**src/rtl/blockSeqPkg.sv**
```systemverilog
package blockSeqPkg;

  // Flag byte bit positions (processor status layout)
  localparam int FLAG_C  = 0;
  localparam int FLAG_N  = 1;
  localparam int FLAG_PV = 2;
  localparam int FLAG_H  = 4;
  localparam int FLAG_Z  = 6;
  localparam int FLAG_S  = 7;
  localparam int FLAG_W  = 8;

  // opMode bit meanings
  localparam int MODE_CMP_BIT = 0;
  localparam int MODE_DEC_BIT = 1;

  typedef enum logic [1:0] {
    ST_IDLE = 2'd0,
    ST_READ = 2'd1,
    ST_EXEC = 2'd2
  } seqState_t;

  // Strobes from control to datapath
  typedef struct packed {
    logic load;     // capture operands at start
    logic rdPhase;  // present source address to memory
    logic step;     // consume read data, update state
  } pathCtl_t;

endpackage

```
**src/rtl/blockSeqAddrStep.sv**
```systemverilog
module blockSeqAddrStep #(
  parameter int AW = 16
) (
  input  logic [AW-1:0] addrIn,
  input  logic          decEn,
  output logic [AW-1:0] addrOut
);
  localparam logic [AW-1:0] UNIT = AW'(1);

  // Modulo 2^AW step in either direction
  assign addrOut = decEn ? (addrIn - UNIT) : (addrIn + UNIT);
endmodule

```
**src/rtl/blockSeqPath.sv**
```systemverilog
module blockSeqPath
  import blockSeqPkg::*;
#(
  parameter int AW = 16,
  parameter int DW = 8
) (
  input  logic              clk,
  input  logic              rstN,
  input  pathCtl_t          ctl,
  input  logic [1:0]        opMode,
  input  logic              repeatEn,
  input  logic [AW-1:0]     srcIn,
  input  logic [AW-1:0]     dstIn,
  input  logic [AW-1:0]     cntIn,
  input  logic [DW-1:0]     accIn,
  input  logic [FLAG_W-1:0] flagsIn,
  input  logic [DW-1:0]     memRdata,
  output logic [AW-1:0]     memAddr,
  output logic [DW-1:0]     memWdata,
  output logic              memWe,
  output logic              lastStep,
  output logic              repOut,
  output logic              matchOut,
  output logic [AW-1:0]     srcOut,
  output logic [AW-1:0]     dstOut,
  output logic [AW-1:0]     cntOut,
  output logic [FLAG_W-1:0] flagsOut
);
  localparam int NW = DW / 2;
  localparam logic [AW-1:0] UNIT = AW'(1);

  logic [AW-1:0]     srcQ, dstQ, cntQ;
  logic [DW-1:0]     accQ;
  logic [FLAG_W-1:0] flagsQ;
  logic              matchQ, cmpQ, decQ, repQ;

  logic [AW-1:0]     srcNext, dstNext, cntNext;
  logic [DW-1:0]     diff;
  logic              equalNow, halfBorrow, cntLeft;
  logic [FLAG_W-1:0] flagsNext;

  blockSeqAddrStep #(.AW(AW)) uSrcStep (
    .addrIn (srcQ),
    .decEn  (decQ),
    .addrOut(srcNext)
  );

  blockSeqAddrStep #(.AW(AW)) uDstStep (
    .addrIn (dstQ),
    .decEn  (decQ),
    .addrOut(dstNext)
  );

  assign cntNext    = cntQ - UNIT;
  assign cntLeft    = |cntNext;
  assign diff       = accQ - memRdata;
  assign equalNow   = (accQ == memRdata);
  assign halfBorrow = (accQ[NW-1:0] < memRdata[NW-1:0]);

  // Termination: count exhausted, or a scan hit
  assign lastStep = !cntLeft || (cmpQ && equalNow);

  always_comb begin
    flagsNext          = flagsQ;
    flagsNext[FLAG_PV] = cntLeft;
    if (cmpQ) begin
      flagsNext[FLAG_S] = diff[DW-1];
      flagsNext[FLAG_Z] = equalNow;
      flagsNext[FLAG_H] = halfBorrow;
      flagsNext[FLAG_N] = 1'b1;
    end else begin
      flagsNext[FLAG_H] = 1'b0;
      flagsNext[FLAG_N] = 1'b0;
    end
  end

  always_ff @(posedge clk or negedge rstN) begin
    if (!rstN) begin
      srcQ   <= '0;
      dstQ   <= '0;
      cntQ   <= '0;
      accQ   <= '0;
      flagsQ <= '0;
      matchQ <= 1'b0;
      cmpQ   <= 1'b0;
      decQ   <= 1'b0;
      repQ   <= 1'b0;
    end else if (ctl.load) begin
      srcQ   <= srcIn;
      dstQ   <= dstIn;
      cntQ   <= cntIn;
      accQ   <= accIn;
      flagsQ <= flagsIn;
      matchQ <= 1'b0;
      cmpQ   <= opMode[MODE_CMP_BIT];
      decQ   <= opMode[MODE_DEC_BIT];
      repQ   <= repeatEn;
    end else if (ctl.step) begin
      srcQ   <= srcNext;
      if (!cmpQ) dstQ <= dstNext;
      cntQ   <= cntNext;
      flagsQ <= flagsNext;
      matchQ <= cmpQ && equalNow;
    end
  end

  // Read cycle addresses the source, execute cycle the destination
  assign memAddr  = ctl.rdPhase ? srcQ : dstQ;
  assign memWdata = memRdata;
  assign memWe    = ctl.step && !cmpQ;

  assign repOut   = repQ;
  assign matchOut = matchQ;
  assign srcOut   = srcQ;
  assign dstOut   = dstQ;
  assign cntOut   = cntQ;
  assign flagsOut = flagsQ;

  // ascending source step
  a_r2_src_ascend: assert property (@(posedge clk) disable iff (!rstN)
    (ctl.step && !decQ) |=> (srcQ == $past(srcQ) + UNIT));

  // descending source step
  a_r2_src_descend: assert property (@(posedge clk) disable iff (!rstN)
    (ctl.step && decQ) |=> (srcQ == $past(srcQ) - UNIT));

  // count drops by one per iteration
  a_r3_count_step: assert property (@(posedge clk) disable iff (!rstN)
    ctl.step |=> (cntQ == $past(cntQ) - UNIT));

  // scans never write memory
  a_r4_scan_no_write: assert property (@(posedge clk) disable iff (!rstN)
    (cmpQ && !ctl.load) |-> !memWe);

  // move flag rules
  a_r7_move_flags: assert property (@(posedge clk) disable iff (!rstN)
    (ctl.step && !cmpQ) |=> (!flagsQ[FLAG_H] && !flagsQ[FLAG_N]
                             && flagsQ[FLAG_S] == $past(flagsQ[FLAG_S])
                             && flagsQ[FLAG_C] == $past(flagsQ[FLAG_C])));

  // scan flag rules
  a_r8_scan_flags: assert property (@(posedge clk) disable iff (!rstN)
    (ctl.step && cmpQ) |=> (flagsQ[FLAG_N]
                            && flagsQ[FLAG_C] == $past(flagsQ[FLAG_C])
                            && flagsQ[FLAG_Z] == matchQ));
endmodule

```
**src/rtl/blockSeqCtrl.sv**
```systemverilog
module blockSeqCtrl
  import blockSeqPkg::*;
(
  input  logic     clk,
  input  logic     rstN,
  input  logic     start,
  input  logic     lastStep,
  input  logic     repIn,
  output pathCtl_t ctl,
  output logic     busy,
  output logic     done
);
  seqState_t stateQ, stateNext;
  logic      doneQ, finishNow;

  assign finishNow = (stateQ == ST_EXEC) && (lastStep || !repIn);

  always_comb begin
    ctl       = '0;
    stateNext = stateQ;
    unique case (stateQ)
      ST_IDLE: begin
        ctl.load = start;
        if (start) stateNext = ST_READ;
      end
      ST_READ: begin
        ctl.rdPhase = 1'b1;
        stateNext   = ST_EXEC;
      end
      ST_EXEC: begin
        ctl.step  = 1'b1;
        stateNext = finishNow ? ST_IDLE : ST_READ;
      end
      default: stateNext = ST_IDLE;
    endcase
  end

  always_ff @(posedge clk or negedge rstN) begin
    if (!rstN) begin
      stateQ <= ST_IDLE;
      doneQ  <= 1'b0;
    end else begin
      stateQ <= stateNext;
      doneQ  <= finishNow;
    end
  end

  assign busy = (stateQ != ST_IDLE);
  assign done = doneQ;

  // an iteration is a read cycle followed by an execute cycle
  a_r9_read_then_exec: assert property (@(posedge clk) disable iff (!rstN)
    (stateQ == ST_READ) |=> (stateQ == ST_EXEC));

  // completion is a single-cycle pulse
  a_r9_done_single: assert property (@(posedge clk) disable iff (!rstN)
    doneQ |=> !doneQ);

  // an unfinished looping operation starts another read
  a_r5_loop_continues: assert property (@(posedge clk) disable iff (!rstN)
    (stateQ == ST_EXEC && repIn && !lastStep) |=> (stateQ == ST_READ));
endmodule

```
**src/rtl/blockSeqEngine.sv**
```systemverilog
module blockSeqEngine
  import blockSeqPkg::*;
#(
  parameter int AW = 16,
  parameter int DW = 8
) (
  input  logic          clk,
  input  logic          rstN,
  input  logic          start,
  input  logic [1:0]    opMode,
  input  logic          repeatEn,
  input  logic [AW-1:0] srcIn,
  input  logic [AW-1:0] dstIn,
  input  logic [AW-1:0] cntIn,
  input  logic [DW-1:0] accIn,
  input  logic [7:0]    flagsIn,
  input  logic [DW-1:0] memRdata,
  output logic [AW-1:0] memAddr,
  output logic [DW-1:0] memWdata,
  output logic          memWe,
  output logic          busy,
  output logic          done,
  output logic          matchOut,
  output logic [AW-1:0] srcOut,
  output logic [AW-1:0] dstOut,
  output logic [AW-1:0] cntOut,
  output logic [7:0]    flagsOut
);
  pathCtl_t ctl;
  logic     lastStep, repQ;

  blockSeqCtrl uCtrl (
    .clk     (clk),
    .rstN    (rstN),
    .start   (start),
    .lastStep(lastStep),
    .repIn   (repQ),
    .ctl     (ctl),
    .busy    (busy),
    .done    (done)
  );

  blockSeqPath #(.AW(AW), .DW(DW)) uPath (
    .clk     (clk),
    .rstN    (rstN),
    .ctl     (ctl),
    .opMode  (opMode),
    .repeatEn(repeatEn),
    .srcIn   (srcIn),
    .dstIn   (dstIn),
    .cntIn   (cntIn),
    .accIn   (accIn),
    .flagsIn (flagsIn),
    .memRdata(memRdata),
    .memAddr (memAddr),
    .memWdata(memWdata),
    .memWe   (memWe),
    .lastStep(lastStep),
    .repOut  (repQ),
    .matchOut(matchOut),
    .srcOut  (srcOut),
    .dstOut  (dstOut),
    .cntOut  (cntOut),
    .flagsOut(flagsOut)
  );

  // a start during an operation leaves the captured operation alone
  a_r10_busy_start: assert property (@(posedge clk) disable iff (!rstN)
    (busy && start) |=> $stable({uPath.cmpQ, uPath.decQ, uPath.repQ, uPath.accQ}));

  // done only when the engine has gone idle
  a_r9_done_idle: assert property (@(posedge clk) disable iff (!rstN)
    done |-> !busy);
endmodule

```
**config.mk**
```make
export PLATFORM = sky130hd
export DESIGN_NAME = blockSeqEngine
export DESIGN_NICKNAME = d
export VERILOG_FILES = /design/src/rtl/blockSeqPkg.sv /design/src/rtl/blockSeqAddrStep.sv /design/src/rtl/blockSeqPath.sv /design/src/rtl/blockSeqCtrl.sv /design/src/rtl/blockSeqEngine.sv
export SDC_FILE = /design/constraint.sdc
export NUM_CORES = 1
export LEC_CHECK = 0
export BUFFER_PORTS_ARGS = -buffer_cell sky130_fd_sc_hd__buf_2
export CORE_MARGIN = 5
export CORE_UTILIZATION = 25
export CTS_CLUSTER_DIAMETER = 80
export CTS_CLUSTER_SIZE = 8
export DETAILED_ROUTE_END_ITERATION = 12
export PLACE_DENSITY_LB_ADDON = 0.3
export SETUP_SLACK_MARGIN = 0.4
export SLEW_MARGIN = 0
export SYNTH_ARGS = -nofsm -noshare
export SYNTH_HDL_FRONTEND = slang
export SYNTH_SLANG_ARGS = --single-unit
```
**constraint.sdc**
```tcl
create_clock -name clk -period 3.88 [get_ports clk]
set_clock_uncertainty 0.15 [all_clocks]
set_input_delay 0.776 -clock clk [delete_from_list [all_inputs] [get_ports clk]]
set_output_delay 0.776 -clock clk [all_outputs]
set_load 0.01 [all_outputs]
```
==> results.cfg, run 1 <==
[floorplan]
num_rows = 52
die_area_um2 = 23800
die-width_um = 154
top_level_ports = 162
core_um2 = 20400
die_h_um = 154
start_util_pct = 25.6

[route]
route.detailed.drc = 0
num_vias = 5083
wirelength_mm = 17.5
routed_via_density = 4.96
wl_per_cell_um = 17.0
ant_nets = 0
firstDrtPassIters = 5
drtIter0Drc = 263

[worst_setup_path]
startpoint_type = register
max_stage_delay_ns = 0.63
cp-end-kind = register
crit_family = compound AO/OA/AOI/OAI gates
worstPathCellList = buf_4 -> ha_1 -> nor2b_1 -> o21ai_0 -> a21boi_0 -> o41ai_1 -> o21ai_0 -> xnor2_1 -> o21ai_0
crit_arrival_ns = 3.08
critPathKind = reg2reg
crit_required_ns = 3.94
path_buf_inv = 1
timing.critical_path.mode_cell = o21ai_0
crit_path_top_delay_cell = o41ai_1
crit_fanout = 13

[logic_synthesis]
netlist_top_cells_area = dfrtp_1 (34%), ha_1 (8.9%), nand2_1 (6.1%), o21ai_0 (5.1%), a21oi_1 (3.4%)
yosysSeqAreaShare_pct = 34.1
synthArstFlopShare_pct = 100
yosysWarnings = 0
syn_area_per_cell_um2 = 8.63
synth_most_common_cell = nand2_1
netlist_instances = 604
ys.flop_type = dfrtp_1
synth_top_cell_by_area = dfrtp_1
ys_ff_latch = 71
synth_cell_types = 61
synth_edf_count = 0
syn_nets = 721
syn_area_um2 = 5210
synth_common_cells = nand2_1 (85), dfrtp_1 (71), o21ai_0 (53)
yosysTopAreaCellShare_pct = 34.1

[placement]
place_congestion = 0.832
numPortBuffers = 161
dp.cells = 1008
hpwl_mm = 13.3

[sta]
tightest_slew_ns = 1.16
fmax_ghz = 0.331
slew_headroom_pct = 22.1
fin_crit_sh_pct = 77.8
fin_setup_tns_ns = 0
grt_setup_unrepaired = no
finalSetupViolations = 0
hold_viol = 0
slew_viol_final = 0
layout_min_cycle_time_ns = 3.02

[pwr]
power.leakage_nw = 3.22
power_mw = 6.82
ir_drop_mv = 0.366
power_density_nw_per_um2 = 1030

[global_routing]
track_usage_pct = 14.5
grt_pass1_vias = 4977
grt_overflow_total = 0
grt_first_pass_wirelength_mm = 27.6
antenna_found_initial = 0
grt_max_degree = 62

[cts]
post_cts_buffers = 0
path_clk_slew_ns = 0.06
cts.sinks = 71
holdBufCountCts = 0
cts.path.max_buffers = 2
insertion_delay_ns = 0.34
cts_buffers = 9
cts_resized = 0
root_buffer = clkbuf_16
cts_tree = built
htreeDepth = 3

[flow_run]
drv_cap = 0

[cells_and_area]
final_layout_size_suffix_gt1_share_pct = 27.6
finish.utilization_pct = 32.4
final_cells = 1024
area_delta_synth_final_pct = 26.5
nets = 866
antennaDiodeCount = 0
fillers = 2174

[outcome]
status = finished, final reports clean

[worst_hold_path]
hold_path_class = reg2reg
## report_power, final
part / leakage (nW) / internal (mW) / total, mW / switching [mW]
logic: 2.19 / 1.86 / 4.32 / 2.46
registers: 0.875 / 1.11 / 1.58 / 0.467
clock network: 0.156 / 0.581 / 0.919 / 0.338
total: 3.22 / 3.55 / 6.82 / 3.27
## cells by family (layout without fill, tap and decap cells)
logic type	Yosys count	count (layout)	synth area share (%)
compound gates	187	187	24.0
xor+xnor	22	22	3.70
fa+ha+maj	39	39	9.65
simple gates	198	198	18.4
flops	71	71	34.1
mux	24	24	4.95
buf+inv	63	213	5.19
## placed cells by master, fill, tap and decap left out, drive strengths merged, types with 3 or more instances in the layout
cell     instances
o221ai           3
a21o            12
a2111oi          3
xor2             9
nor2b           11
inv             25
or3              5
nor4             6
clkbuf          11
mux2i           10
nand2           85
a22oi           19
buf            172
a221o           11
a32oi            3
dfrtp           71
a211o            3
nor2            33
a31oi            4
nor3b            8
and3             6
nand3            8
mux2            14
nand3b           3
nor3            15
xnor2           13
ha              37
nand4            5
a21oi           35
o311ai           3
o21ai           54
o21bai           4
a221oi           8
and2             3
nand2b           5
o21a             8
## worst min-delay path, delay by kind of cell (launching register included)
family | cells | cell delay (ns)
flip-flops | 1 | 0.33
AND/OR/NAND/NOR | 2 | 0.10
## area by class of cell
| type | count | area, um^2 | area share, % |
|---|---|---|---|
| Clock buffer | 11 | 243 | 3.68 |
| Multi-Input combinational cell | 470 | 3170 | 48.1 |
| Inverter | 25 | 93.8 | 1.42 |
| Tap cell | 270 | 338 | 5.12 |
| Sequential cell | 71 | 1780 | 27.0 |
| Clock inverter | 5 | 81.3 | 1.23 |
| Timing Repair Buffer | 172 | 891 | 13.5 |
## layer usage
layer  track usage, %  wire (um)
met5                0          0
met4             4.04        251
met1             20.6       8210
met3             3.16       1030
met2             22.2       7960
## metrics by stage
stage	area, um^2	hold WS, ns	setup WS (ns)
3_5_place_dp	6270	0.308	0.845
2_1_floorplan	5210	0.289	0.974
5_1_grt	6590	0.347	0.512
3_3_place_gp	6270	0.304	0.846
4_1_cts	6590	0.321	0.792
6_report	6590	0.314	0.863
## state kept, by name, summed over array words and instances, names as in the netlist, 2 cells and up
name	flops
uPath.cntOut	16
uPath.flagsOut	8
uCtrl.stateQ	2
uPath.srcOut	16
uPath.accQ	8
uPath.dstOut	16
## final timing paths
path / slack [ns] / cells past startpoint / startpoint / to
min: 0.31 / 2 / uPath.repOut / uPath.repOut
max in group asynchronous: 2.48 / 2 / rstN / uPath.accQ[1]
min in group asynchronous: 0.39 / 1 / rstN / uPath.cntOut[15]
min reg2reg: 0.31 / 2 / uPath.repOut / uPath.repOut
max: 0.86 / 9 / uPath.decQ / uPath.dstOut[14]
max reg2reg: 0.86 / 9 / uPath.decQ / uPath.dstOut[14]
Note: power is estimated with default switching activity, not from simulation.
==> run 2: changes to the inputs <==
==> constraint.sdc (replaced) <==
create_clock -name clk -period 2.7 [get_ports clk]
set_clock_uncertainty 0.15 [all_clocks]
set_input_delay 0.54 -clock clk [delete_from_list [all_inputs] [get_ports clk]]
set_output_delay 0.54 -clock clk [all_outputs]
set_load 0.01 [all_outputs]
==> results.cfg, run 2 (synthesis results as in run 1) <==
[route]
firstDrtPassIters = 4
drtIter0Drc = 316
routed_via_density = 5.01
ant_nets = 0
route.detailed.drc = 0
num_vias = 5461
wirelength_mm = 19.5
wl_per_cell_um = 17.8

[cts]
path_clk_slew_ns = 0.06
htreeDepth = 3
cts_buffers = 9
root_buffer = clkbuf_16
holdBufCountCts = 0
cts.path.max_buffers = 2
insertion_delay_ns = 0.34
cts.sinks = 71
cts_tree = built

[worst_setup_path]
startpoint_type = register
crit_path_top_delay_cell = dfrtp_4
max_stage_delay_ns = 0.49
worstPathCellList = buf_12 -> buf_12 -> ha_4 -> a21o_1 -> nand4_1 -> a21oi_2 -> nor2_2 -> or3_4 -> a41o_1 -> a221o_1
timing.critical_path.mode_cell = buf_12
crit_required_ns = 2.78
rrSetupSlack_ns = 0.05
critPathKind = reg2reg
crit_arrival_ns = 2.73
crit_fanout = 7
cp-end-kind = register

[pwr]
power_mw = 12.6
p_sw_share_pct = 46.1
switchingPower_mw = 5.81
power_frac_seq_pct = 18.6
internal_power_mw = 6.80
power.leakage_nw = 3.70
clockPowerShare_pct = 8.7
power_frac_comb_pct = 72.7
power_density_nw_per_um2 = 1590
ir_drop_mv = 0.762

[sta]
hold_viol = 0
finalSetupViolations = 0
fin_crit_sh_pct = 98.3
tightest_slew_ns = 0.580
layout_min_cycle_time_ns = 2.65
slew_headroom_pct = 61.3
fmax_ghz = 0.377
grt_setup_unrepaired = yes
slew_viol_final = 0
fin_ws_ns = 0.0465

[floorplan]
die_area_um2 = 23800
num_rows = 52
die-width_um = 154
top_level_ports = 162
die_h_um = 154
start_util_pct = 25.6
core_um2 = 20400

[placement]
place_congestion = 0.864
numPortBuffers = 161
pre_cts_ws_ns = 0.0600
hpwl_mm = 13.7
placed_cell_area_um2 = 6670

[cells_and_area]
layout_commonest_cell = buf_2
final_layout_size_suffix_gt1_share_pct = 44.4
area_delta_synth_final_pct = 52.2
multiInputGateArea_um2 = 3880
seq_area_um2 = 1780
antennaDiodeCount = 0
layout_common_cells = buf_2 (147), nand2_1 (78), dfrtp_1 (68)
nets = 932
finish.utilization_pct = 38.9
design_area_um2 = 7930
fillers = 2057

[global_routing]
antenna_found_initial = 0
grt_max_degree = 47
grt_overflow_total = 0
grt_first_pass_wirelength_mm = 29.5
track_usage_pct = 15.5
grt_pass1_vias = 5401

[worst_hold_path]
hold_path_class = in2async

[flow_run]
drv_cap = 0

[outcome]
status = finished, final reports clean
## run 2: cell types whose count changed in the layout (fill, tap and decap cells not counted), sizes merged
cell	change
bufinv	-2
buf	+66
clkinv	+2
clkbuf	+1
clkinvlp	-1
## run 2: per-stage QoR
step	cells	hold WS, ns	TNS [ns]
6_report	1090	0.0361	0
2_1_floorplan	604	0.0944	0
4_1_cts	1075	0.0565	0
3_3_place_gp	1031	0.304	0
3_5_place_dp	1031	0.307	0
5_1_grt	1090	0.0752	-0.0549
## run 2: power by group through the flow
stage | Clock (mW) | Sequential, mW | Combinational, mW
after CTS | 1.13 | 2.30 | 7.96
after detailed placement | 0 | 2.31 | 6.96
after floorplan | 0 | 2.36 | 4.55
final | 1.10 | 2.35 | 9.16
after global placement | 0 | 2.31 | 6.93
after global routing | 1.17 | 2.42 | 9.99
## run 2: area by class of cell
| class | count | area share (%) |
|---|---|---|
| Multi-Input combinational cell | 470 | 49.0 |
| Sequential cell | 71 | 22.5 |
| Timing Repair Buffer | 238 | 19.8 |
| Tap cell | 270 | 4.26 |
| Clock buffer | 12 | 2.98 |
| Inverter | 25 | 1.18 |
| Clock inverter | 4 | 0.300 |
## run 2: worst max-delay path: cells and delay by family, from the launching register on
kind                     cells  cell delay [ns]
AO/OA/AOI/OAI                4             0.81
AND/OR/NAND/NOR              3             0.54
flip-flops                   1             0.49
buffers and inverters        2             0.30
adder cells (fa/ha/maj)      1             0.25
## run 2: timing repair
item | 4_1_cts | 5_1_grt
setup buffers | 28 | 15
pin swaps | 40 | 35
endpoints found under the hold margin | 0 | 0
endpoints found under the setup margin | 37 | 50
resized for setup | 54 | 101
## run 2: final timing paths
| check | start | endpoint | cells after the start |
|---|---|---|---|
| max | uPath.decQ | uPath.dstOut[15] | 10 |
| min | rstN | uPath.cntOut[11] | 1 |
| max reg2reg | uPath.decQ | uPath.dstOut[15] | 10 |
| min reg2reg | uPath.flagsOut[0] | uPath.flagsOut[0] | 2 |
| max in group asynchronous | rstN | uPath.srcOut[0] | 2 |
| min in group clk | opMode[0] | uPath.cmpQ | 3 |
## run 2: metal layers
metal / vias to the layer above / global-route usage [%] / share of wire [%]
li1: 2637 / - / -
met1: 2641 / 21.1 / 45
met2: 165 / 24.9 / 48
met3: 18 / 3.94 / 5.9
met4: 0 / 3.41 / 1.2
met5: - / 0 / 0
